`src/rtl/wlq_pkg.sv`:
```
package wlq_pkg;
  parameter int unsigned WAYS       = 4;
  parameter int unsigned LINE_BYTES = 64;
  parameter int unsigned SETS       = 128;
  parameter int unsigned PADDR_W    = 36;
  parameter int unsigned FAULT_W    = 2;

  localparam int unsigned SET_W = $clog2(SETS);
  localparam int unsigned OFS_W = $clog2(LINE_BYTES);
  localparam int unsigned TAG_W = PADDR_W - SET_W - OFS_W;
  localparam int unsigned WAY_W = $clog2(WAYS);

  typedef struct packed {
    logic [SET_W-1:0]   set_idx;
    logic [TAG_W-1:0]   ptag;
    logic [WAYS-1:0]    hit;
    logic [FAULT_W-1:0] fault;
  } wlq_entry_t;

  typedef struct packed {
    logic             vld;
    logic [SET_W-1:0] set_idx;
    logic [TAG_W-1:0] ptag;
    logic [WAY_W-1:0] way;
  } wlq_refill_t;
endpackage

```
`src/rtl/wlq_fix.sv`:
```
// Applies a refill write to one entry: on set+tag match the hit vector becomes one-hot.
module wlq_fix
  import wlq_pkg::*;
(
  input  wlq_entry_t  ent_i,
  input  wlq_refill_t rf_i,
  output wlq_entry_t  ent_o
);
  logic match;

  assign match = rf_i.vld && (ent_i.set_idx == rf_i.set_idx) && (ent_i.ptag == rf_i.ptag);

  always_comb begin
    ent_o = ent_i;
    if (match) begin
      ent_o.hit             = '0;
      ent_o.hit[rf_i.way]   = 1'b1;
    end
  end
endmodule

```
`src/rtl/wlq_ctrl.sv`:
```
module wlq_ctrl #(
  parameter int unsigned DEPTH = 8,
  localparam int unsigned PTR_W = (DEPTH > 1) ? $clog2(DEPTH) : 1,
  localparam int unsigned CNT_W = $clog2(DEPTH + 1)
) (
  input  logic             clk_i,
  input  logic             rst_ni,
  input  logic             flush_i,
  input  logic             push_i,
  input  logic             pop_i,
  output logic [PTR_W-1:0] wptr_o,
  output logic [PTR_W-1:0] rptr_o,
  output logic [CNT_W-1:0] occ_o,
  output logic             empty_o,
  output logic             full_o
);
  logic [PTR_W-1:0] wptr_q, rptr_q;
  logic [CNT_W-1:0] occ_q;

  function automatic logic [PTR_W-1:0] nxt(input logic [PTR_W-1:0] p);
    return (p == PTR_W'(DEPTH - 1)) ? '0 : p + PTR_W'(1);
  endfunction

  always_ff @(posedge clk_i or negedge rst_ni) begin
    if (!rst_ni) begin
      wptr_q <= '0;
      rptr_q <= '0;
      occ_q  <= '0;
    end else if (flush_i) begin
      wptr_q <= '0;
      rptr_q <= '0;
      occ_q  <= '0;
    end else begin
      if (push_i) wptr_q <= nxt(wptr_q);
      if (pop_i)  rptr_q <= nxt(rptr_q);
      occ_q <= occ_q + CNT_W'(push_i) - CNT_W'(pop_i);
    end
  end

  assign wptr_o  = wptr_q;
  assign rptr_o  = rptr_q;
  assign occ_o   = occ_q;
  assign empty_o = (occ_q == '0);
  assign full_o  = (occ_q == CNT_W'(DEPTH));
endmodule

```
`src/rtl/wlq_store.sv`:
```
// Entry array; every slot re-applies the refill each cycle, read port returns the patched value.
module wlq_store
  import wlq_pkg::*;
#(
  parameter int unsigned DEPTH = 8,
  localparam int unsigned PTR_W = (DEPTH > 1) ? $clog2(DEPTH) : 1
) (
  input  logic             clk_i,
  input  logic             rst_ni,
  input  logic             we_i,
  input  logic [PTR_W-1:0] waddr_i,
  input  wlq_entry_t       wdata_i,
  input  wlq_refill_t      rf_i,
  input  logic [PTR_W-1:0] raddr_i,
  output wlq_entry_t       rdata_o
);
  wlq_entry_t ent_q [DEPTH];
  wlq_entry_t fixed [DEPTH];

  for (genvar i = 0; i < DEPTH; i++) begin : g_slot
    wlq_fix u_fix (
      .ent_i (ent_q[i]),
      .rf_i  (rf_i),
      .ent_o (fixed[i])
    );

    always_ff @(posedge clk_i or negedge rst_ni) begin
      if (!rst_ni)                              ent_q[i] <= '0;
      else if (we_i && waddr_i == PTR_W'(i))    ent_q[i] <= wdata_i;
      else                                      ent_q[i] <= fixed[i];
    end
  end

  assign rdata_o = fixed[raddr_i];
endmodule

```
`src/rtl/way_lookup_queue.sv`:
```
module way_lookup_queue
  import wlq_pkg::*;
#(
  parameter int unsigned DEPTH = 8
) (
  input  logic               clk_i,
  input  logic               rst_ni,
  input  logic               flush_i,
  input  logic               enq_valid_i,
  output logic               enq_ready_o,
  input  logic [SET_W-1:0]   enq_set_i,
  input  logic [TAG_W-1:0]   enq_tag_i,
  input  logic [WAYS-1:0]    enq_hit_i,
  input  logic [FAULT_W-1:0] enq_fault_i,
  output logic               deq_valid_o,
  input  logic               deq_ready_i,
  output logic [SET_W-1:0]   deq_set_o,
  output logic [TAG_W-1:0]   deq_tag_o,
  output logic [WAYS-1:0]    deq_hit_o,
  output logic [FAULT_W-1:0] deq_fault_o,
  input  logic               refill_valid_i,
  input  logic [SET_W-1:0]   refill_set_i,
  input  logic [TAG_W-1:0]   refill_tag_i,
  input  logic [WAY_W-1:0]   refill_way_i
);
  localparam int unsigned PTR_W = (DEPTH > 1) ? $clog2(DEPTH) : 1;
  localparam int unsigned CNT_W = $clog2(DEPTH + 1);

  wlq_refill_t      rf;
  wlq_entry_t       enq_ent, enq_fix, head_fix, out_ent;
  logic             empty, full, push, pop, bypass;
  logic [PTR_W-1:0] wptr, rptr;
  logic [CNT_W-1:0] occ;

  assign rf      = '{vld: refill_valid_i, set_idx: refill_set_i, ptag: refill_tag_i, way: refill_way_i};
  assign enq_ent = '{set_idx: enq_set_i, ptag: enq_tag_i, hit: enq_hit_i, fault: enq_fault_i};

  wlq_fix u_enq_fix (
    .ent_i (enq_ent),
    .rf_i  (rf),
    .ent_o (enq_fix)
  );

  // ready is a function of occupancy only: keeps deq_ready_i off the enq_ready_o path
  assign enq_ready_o = !full;
  assign bypass      = empty && enq_valid_i && deq_ready_i && !flush_i;
  assign push        = enq_valid_i && !full && !flush_i && !bypass;
  assign pop         = !empty && deq_ready_i && !flush_i;
  assign deq_valid_o = !flush_i && (!empty || enq_valid_i);

  wlq_ctrl #(.DEPTH(DEPTH)) u_ctrl (
    .clk_i   (clk_i),
    .rst_ni  (rst_ni),
    .flush_i (flush_i),
    .push_i  (push),
    .pop_i   (pop),
    .wptr_o  (wptr),
    .rptr_o  (rptr),
    .occ_o   (occ),
    .empty_o (empty),
    .full_o  (full)
  );

  wlq_store #(.DEPTH(DEPTH)) u_store (
    .clk_i   (clk_i),
    .rst_ni  (rst_ni),
    .we_i    (push),
    .waddr_i (wptr),
    .wdata_i (enq_fix),
    .rf_i    (rf),
    .raddr_i (rptr),
    .rdata_o (head_fix)
  );

  assign out_ent     = empty ? enq_fix : head_fix;
  assign deq_set_o   = out_ent.set_idx;
  assign deq_tag_o   = out_ent.ptag;
  assign deq_hit_o   = out_ent.hit;
  assign deq_fault_o = out_ent.fault;
endmodule

```
`config.mk`:
```
export PLATFORM = sky130hd
export DESIGN_NAME = way_lookup_queue
export DESIGN_NICKNAME = d
export VERILOG_FILES = /design/src/rtl/wlq_pkg.sv /design/src/rtl/wlq_fix.sv /design/src/rtl/wlq_ctrl.sv /design/src/rtl/wlq_store.sv /design/src/rtl/way_lookup_queue.sv
export SDC_FILE = /design/constraint.sdc
export NUM_CORES = 1
export LEC_CHECK = 0
export ABC_CLOCK_PERIOD_IN_PS = 4200
export BUFFER_PORTS_ARGS = -buffer_cell sky130_fd_sc_hd__buf_2
export CORE_ASPECT_RATIO = 1.5
export CORE_MARGIN = 3
export CORE_UTILIZATION = 45
export DETAILED_ROUTE_END_ITERATION = 10
export GPL_ROUTABILITY_DRIVEN = 0
export PLACE_DENSITY = 0.73
export REMOVE_ABC_BUFFERS = 1
export SLEW_MARGIN = 40
export SYNTH_ARGS = -nofsm -noshare
export SYNTH_HDL_FRONTEND = slang
export SYNTH_SLANG_ARGS = --single-unit
```
`constraint.sdc`:
```
create_clock -name clk_i -period 4.2 [get_ports clk_i]
set_input_delay 0.21 -clock clk_i [delete_from_list [all_inputs] [get_ports clk_i]]
set_output_delay 0.21 -clock clk_i [all_outputs]
set_load 0.03 [all_outputs]
```
==> results of run 1 <==
==> cells by family after synthesis <==
family	synth area share
buffers and inverters	0.04370
AOI/OAI and AO/OA	0.02192
adders and majority gates	0.01110
DFF	0.4242
muxes	0.3002
xor gates and xnor gates	0.1372
and+or+nand+nor	0.06170
==> layout make-up <==
| class | instances | area (µm²) | area share |
|---|---|---|---|
| diodes | 1 | 2.502 | 0.0001281 |
| clock buffers | 45 | 908.4 | 0.04648 |
| clock inverters | 11 | 186.4 | 0.009540 |
| inverters | 11 | 41.29 | 0.002113 |
| multi-input cells | 962 | 9373 | 0.4796 |
| flip-flops and latches | 298 | 7465 | 0.3820 |
| well taps | 495 | 619.3 | 0.03169 |
| repair buffers | 150 | 945.9 | 0.04841 |
==> stage by stage <==
step	hold slack (ns)	worst slack, ns
detailed placement	0.1318	0.9048
global route	0.02661	0.2742
finish	0.01619	0.3628
CTS	0.005515	0.3745
global placement	0.3486	0.9115
floorplan	-0.08559	-0.3323
==> placed cells by master (no fill, tap or decap), types with 3 or more instances in the layout <==
| cell type | netlist | final |
|---|---|---|
| clkbuf_16 | 0 | 31 |
| mux2i_1 | 93 | 93 |
| a21oi_1 | 10 | 10 |
| ha_1 | 14 | 14 |
| clkbuf_1 | 44 | 6 |
| o21ai_0 | 35 | 35 |
| buf_12 | 0 | 4 |
| nand3_2 | 3 | 3 |
| nor3_1 | 9 | 9 |
| mux2_2 | 258 | 258 |
| bufinv_16 | 0 | 5 |
| nor2_1 | 18 | 18 |
| nand2_1 | 47 | 44 |
| xor2_1 | 99 | 99 |
| nand2_2 | 0 | 3 |
| dlygate4sd3_1 | 0 | 7 |
| xnor2_1 | 169 | 169 |
| o22ai_1 | 4 | 4 |
| dfrtp_1 | 298 | 296 |
| a31oi_1 | 3 | 3 |
| mux4_2 | 64 | 64 |
| nor4_1 | 33 | 32 |
| xnor2_2 | 4 | 4 |
| nor4_2 | 3 | 4 |
| clkinv_2 | 0 | 4 |
| clkbuf_8 | 4 | 8 |
| nand4_1 | 52 | 52 |
| o31ai_1 | 3 | 3 |
| nand3_1 | 9 | 9 |
| nand4_2 | 3 | 3 |
| buf_4 | 16 | 27 |
| and2_2 | 0 | 3 |
| inv_1 | 10 | 10 |
| buf_2 | 35 | 110 |
| nor2b_1 | 5 | 5 |
==> worst register-to-register path: cells and delay by family (launching register included) <==
kind / cells / cell delay [ns]
simple gates: 3 / 0.98
buf+inv: 3 / 0.73
flops: 1 / 0.33
mux: 1 / 0.31
fa+ha+maj: 1 / 0.20
compound gates: 1 / 0.15
==> per-layer routing <==
layer,vias to the layer above,global-route usage
met5,-,0
met4,6,0.1787
met3,176,0.03953
met2,504,0.4233
met1,6056,0.2974
li1,5113,-
==> timing repair <==
| action | 4_1_cts | 5_1_grt |
|---|---|---|
| setup endpoints to repair | 0 | 0 |
| hold endpoints to repair | 136 | 0 |
| hold buffers | 7 | 0 |
==> final timing paths <==
kind | start | end | cells after the start
worst min-delay path | enq_tag_i[8] | u_store.ent_q[50] | 2
min in group asynchronous | rst_ni | u_store.ent_q[115] | 2
worst max register to register | u_ctrl.occ_o[2] | u_store.ent_q[247] | 9
max in group asynchronous | rst_ni | u_ctrl.rptr_o[0] | 4
worst max-delay path | u_store.ent_q[227] | deq_hit_o[3] | 9
worst min register to register | u_store.ent_q[37] | u_store.ent_q[37] | 1
==> state kept, by name (all words and copies together) (netlist names) <==
register	count
u_ctrl.wptr_o	3
u_store.ent_q	288
u_ctrl.rptr_o	3
u_ctrl.occ_o	4
==> report_power, final <==
part	switching (µW)	internal (µW)	total, µW	leakage (µW)
registers	927	3880	4810	0.00393
clock network	1170	1800	2970	0.000538
logic	3220	2600	5820	0.00455
==> key figures, run 1 <==
Critical path
  • Most frequent CP cell: nand4_1
  • Worst Path Arrival: 3.63 ns
  • WS Path Type: flip-flop to primary output
  • Worst path top cell family by delay: simple AND/OR/NAND/NOR gates
  • Crit. End Element: primary output
  • Largest fanout on the critical path: 4
  • CP max stage cell: nand4_1
  • Crit path buf inv count: 1
  • Slowest Stage Delay on Critical Path: approximately 0.44 ns
  • Worst Setup Start Kind: flip-flop
  • CP cell instances: xnor2_1 -> nand4_1 -> nor4_1 -> nand4_1 -> mux2i_1 -> mux2_2 -> a211o_1 -> o22ai_1 -> buf_2
  • WP data required: 3.99 ns
  • Register-to-register setup slack: 1.38 ns

Yosys
  • Post-synthesis area per instance: roughly 13 µm²
  • Area contributors post-synth: dfrtp_1 (42%), mux2_2 (17%), xnor2_1 (8.4%)
  • Top-count cell post-synth: dfrtp_1
  • Number of flops mapped to enable cells by yosys: 0
  • Number of synthesis warnings: 0
  • Synth cell count leaders: dfrtp_1 (298), mux2_2 (258), xnor2_1 (169)
  • Main flop type after synthesis: dfrtp_1
  • Async S/R FF share, synth: 1.000
  • Post-synthesis cell type count: 50
  • Post-Synthesis Cells: approximately 1,400
  • Cell Area, Synth: about 18,000 µm²
  • Area fraction of the dominant cell type after synthesis: 0.4242
  • Sequential area share after synthesis: 0.4242
  • Flops & latches, synth: 298
  • Yosys top cell by area: dfrtp_1

Routing
  • DRC viols: 0
  • Met2 routed WL: between 20 and 30 mm
  • Via density: between 6 and 7
  • Wirelength per Cell: 26.77 µm
  • Met1 WL: 19.42 mm
  • Vias: 11,860
  • Highest metal used: met5
  • Metal3 WL: about 3.2 mm
  • Starting DRT DRC Count: slightly above 900
  • Final WL: approximately 53 mm
  • DRT antenna net count: 0
  • Drt first pass iters: 6

Clock tree
  • Clock slew at reported path FFs: around 0.070 ns
  • H-Tree Depth: 1
  • Post-cts sizing count: 0
  • Root buf cell: clkbuf_16
  • Worst skew pair latency: 0.58 ns
  • Postcts setup bufs: 0
  • Clock Path Buffers: 3
  • Num CTS Buffers: 30
  • CTS tree: done
  • CTS Sinks: ~300

Placed design
  • Placed Area: ~18,000 µm²
  • Port bufs: between 100 and 150
  • Placed cell count: around 1,900
  • DP Wirelength: between 30 and 40 mm

Floorplan
  • Top-Level Pins: around 110
  • Initial Util: 0.4562
  • Die Span Y: 248.1 µm
  • Overall die width: between 150 and 200 µm
  • Row count: between 80 and 90
  • Total core area: between 30,000 and 40,000 µm²
  • Die Area: 41,520 µm²

Layout
  • Cell area after layout: slightly below 20,000 µm²
  • Share of layout cells above drive strength 1: 0.3663
  • # nets final: roughly 1,500
  • Post-layout util: 0.5071
  • P&R area growth vs syn: 11.15%
  • Fin cells: 1,973
  • Fillers: approximately 3,300

Power and ir drop
  • Total power: approximately 14,000 µW
  • Peak supply drop: around 0.51 mV
  • Pwr dens: 695.7 nW/µm²
  • LEAKAGE: approximately 0.0090 µW

Global routing
  • Pin count of the biggest net entering global routing: 73
  • First-pass GRT wire length: ~80 mm
  • Vias in the first global route: ~12,000
  • Initial antenna violation count: 4
  • Overall Global Routing Usage: 0.2525
  • Grt ovf: 0

STA
  • Final period utilization: 0.9136
  • Worst slew margin: 0.4303
  • Final hold vios: 0
  • Max Clock Freq: 260.6 MHz
  • Final setup vio count: 0
  • RSZ-0062 raised after global routing: no
  • Clock skew: around 0.015 ns
  • Minimum clock period: around 3.8 ns
  • Max Slew Vio Count: 0
  • Worst slew pin tran: 0.8515 ns
  • Fin Setup TNS: 0 ns

Job
  • Max Cap Viol: 0

Worst hold path
  • Hold Crit Class: input pin to flip-flop

Outcome
  • Status: finished clean
(Power assumes the default switching activity.)
==> inputs of run 2 (changes only) <==
Settings changed: PLACE_DENSITY 0.73 to not set.
==> run 2 against run 1 <==
Critical path depth decreased by 1; sequential share of layout area rose by 0.081 points; core utilization decreased by 0.11 points; final cell count up 0.15%; worst hold slack worse by 0.0023 ns; critical path type unchanged; critical endpoint is now deq_hit_o[1]; largest power group unchanged.
==> key figures, run 2 (synthesized netlist as in run 1, its figures left out) <==
Outcome
  • Status: finished clean

Layout
  • Most flop-heavy register: u_store.ent_q
  • Fillers: ~3,500
  • Commonest non-fill, non-tap cell in the layout: dfrtp_1
  • Number of flip-flops in the largest register: approximately 290
  • Commonest cells after routing, fill and taps aside: dfrtp_1 (296), mux2_2 (258), xnor2_1 (169), buf_2 (110), xor2_1 (99)
  • # nets final: approximately 1,500
  • Share of layout cells above drive strength 1: 0.3682
  • P&R area growth vs syn: 10.92%
  • Post-layout util: 0.5060

Routing
  • Drt first pass iters: 5
  • Wirelength per Cell: about 28 µm
  • Final WL: roughly 55 mm
  • Vias: approximately 12,000
  • DRT antenna net count: 0
  • Starting DRT DRC Count: slightly above 900
  • DRC viols: 0
  • Via density: roughly 5.9

Global routing
  • Grt ovf: 0
  • Vias in the first global route: around 12,000
  • First-pass GRT wire length: slightly above 80 mm
  • Initial antenna violation count: 2
  • Overall Global Routing Usage: 0.2637
  • Pin count of the biggest net entering global routing: 94

STA
  • RSZ-0062 raised after global routing: no
  • Final hold vios: 0
  • Max Slew Vio Count: 0
  • Final setup vio count: 0
  • Worst slew margin: 0.4640
  • Clock skew: roughly 0.017 ns
  • Final period utilization: 0.9767
  • Worst slew pin tran: a little over 0.8 ns
  • Fin Setup TNS: 0 ns
  • Max Clock Freq: around 240 MHz
  • Minimum clock period: approximately 4 ns

Clock tree
  • Postcts setup bufs: 0
  • CTS Sinks: between 200 and 300
  • Root buf cell: clkbuf_16
  • Clock Path Buffers: 3
  • Clock slew at reported path FFs: 0.07 ns
  • Worst skew pair latency: about 0.58 ns
  • H-Tree Depth: 1
  • Num CTS Buffers: 31
  • CTS tree: done

Critical path
  • Reg2reg start: u_store.ent_q[208]
  • Largest fanout on the critical path: 5
  • CP endpoint: deq_hit_o[1]
  • Worst Setup Start Kind: flip-flop
  • CP max stage cell: nor4_1
  • CP cell instances: xnor2_1 -> nand4_1 -> nor4_1 -> nand4_1 -> mux2i_1 -> a221o_1 -> o31ai_1 -> buf_2
  • CP Launch Point: u_store.ent_q[208]
  • Worst R2R End: u_store.ent_q[185]
  • Register-to-register setup slack: between 1 and 1.5 ns
  • Slowest Stage Delay on Critical Path: between 0.5 and 0.6 ns
  • Worst Path Arrival: 3.89 ns
  • WP data required: 3.99 ns
  • R2r worst-path depth: 6
  • Crit. End Element: primary output
  • WS Path Type: flip-flop to primary output
  • Most frequent CP cell: nand4_1

Floorplan
  • Top-Level Pins: around 110
  • Die Area: about 42,000 µm²
  • Die Span Y: approximately 250 µm
  • Initial Util: 0.4562
  • Total core area: ~39,000 µm²
  • Overall die width: 167.4 µm
  • Row count: 88

Job
  • Max Cap Viol: 0

Worst hold path
  • Hold Crit Class: input pin to flip-flop

Power and ir drop
  • LEAKAGE: around 0.0090 µW
  • Total power: approximately 13,000 µW
  • Peak supply drop: 0.6927 mV
  • Pwr dens: 688.2 nW/µm²

Placed design
  • DP Wirelength: slightly below 40 mm
  • Port bufs: 111
-- run 2: changes by cell type in the layout (fill, tap and decap cells not counted), sizes merged --
cell / change
bufinv: -2
dlygate4sd3: +1
clkinvlp: -1
buf: +2
clkbuf: -3
clkinv: +7
inv: -1
-- run 2: cell type report --
cell class | count | area [µm²] | share of cell area
well taps | 495 | 619.3 | 0.03176
inverters | 11 | 41.29 | 0.002117
clock buffers | 42 | 887.1 | 0.04549
clock inverters | 14 | 148.9 | 0.007636
diodes | 1 | 2.502 | 0.0001283
repair buffers | 153 | 950.9 | 0.04876
multi-input cells | 962 | 9385 | 0.4813
flip-flops and latches | 298 | 7465 | 0.3828
-- run 2: metal layers --
layer  up-vias  global-route usage  routed length [µm]
met1      6092              0.3213               21590
met4         2              0.1211                2787
li1       5116                   -                   -
met2       302              0.4666               27960
met5         -                   0                   7
met3       107             0.03508                2268
-- run 2: metrics by stage --
stage	hold slack, ns	cells	cell area (µm²)	worst slack, ns
after CTS	0.0008811	1975	19500	0.08484
after global routing	0.02603	1975	19500	0.006884
after floorplan	-0.08559	1271	16850	-0.3323
final	0.01390	1976	19500	0.09772
after detailed placement	0.2903	1911	18380	0.6550
after global placement	0.2896	1910	18340	0.6289
-- run 2: power breakdown --
part / internal (µW) / leakage (µW) / switching, µW
clock: 1650 / 0.000523 / 1210
sequential: 3880 / 0.00393 / 958
combinational: 2600 / 0.00456 / 3120
-- run 2: critical path: cells and delay by family, from the launching register on --
kind                      cells  cell delay, ns
AOI/OAI and AO/OA             2            0.63
xor gates and xnor gates      1            0.39
buffers and inverters         1            0.25
DFF                           1            0.40
muxes                         1            0.25
and+or+nand+nor               3            1.38
-- run 2: how the worst min path moves through the flow --
| stage | from | end | slack [ns] | cells past startpoint |
|---|---|---|---|---|
| after floorplan | rst_ni | u_ctrl.occ_o[0] | -0.09 | 0 |
| after global routing | enq_tag_i[19] | u_store.ent_q[169] | 0.03 | 2 |
| final | enq_tag_i[20] | u_store.ent_q[62] | 0.01 | 2 |
| after detailed placement | rst_ni | u_store.ent_q[116] | 0.29 | 1 |
| after global placement | rst_ni | u_store.ent_q[116] | 0.29 | 1 |
| after CTS | enq_tag_i[9] | u_store.ent_q[195] | 0.0009 | 2 |
-- run 2: repair_timing --
action | 4_1_cts | 5_1_grt
hold endpoints to repair | 118 | 0
gates resized for setup | 0 | 0
hold buffers | 8 | 0
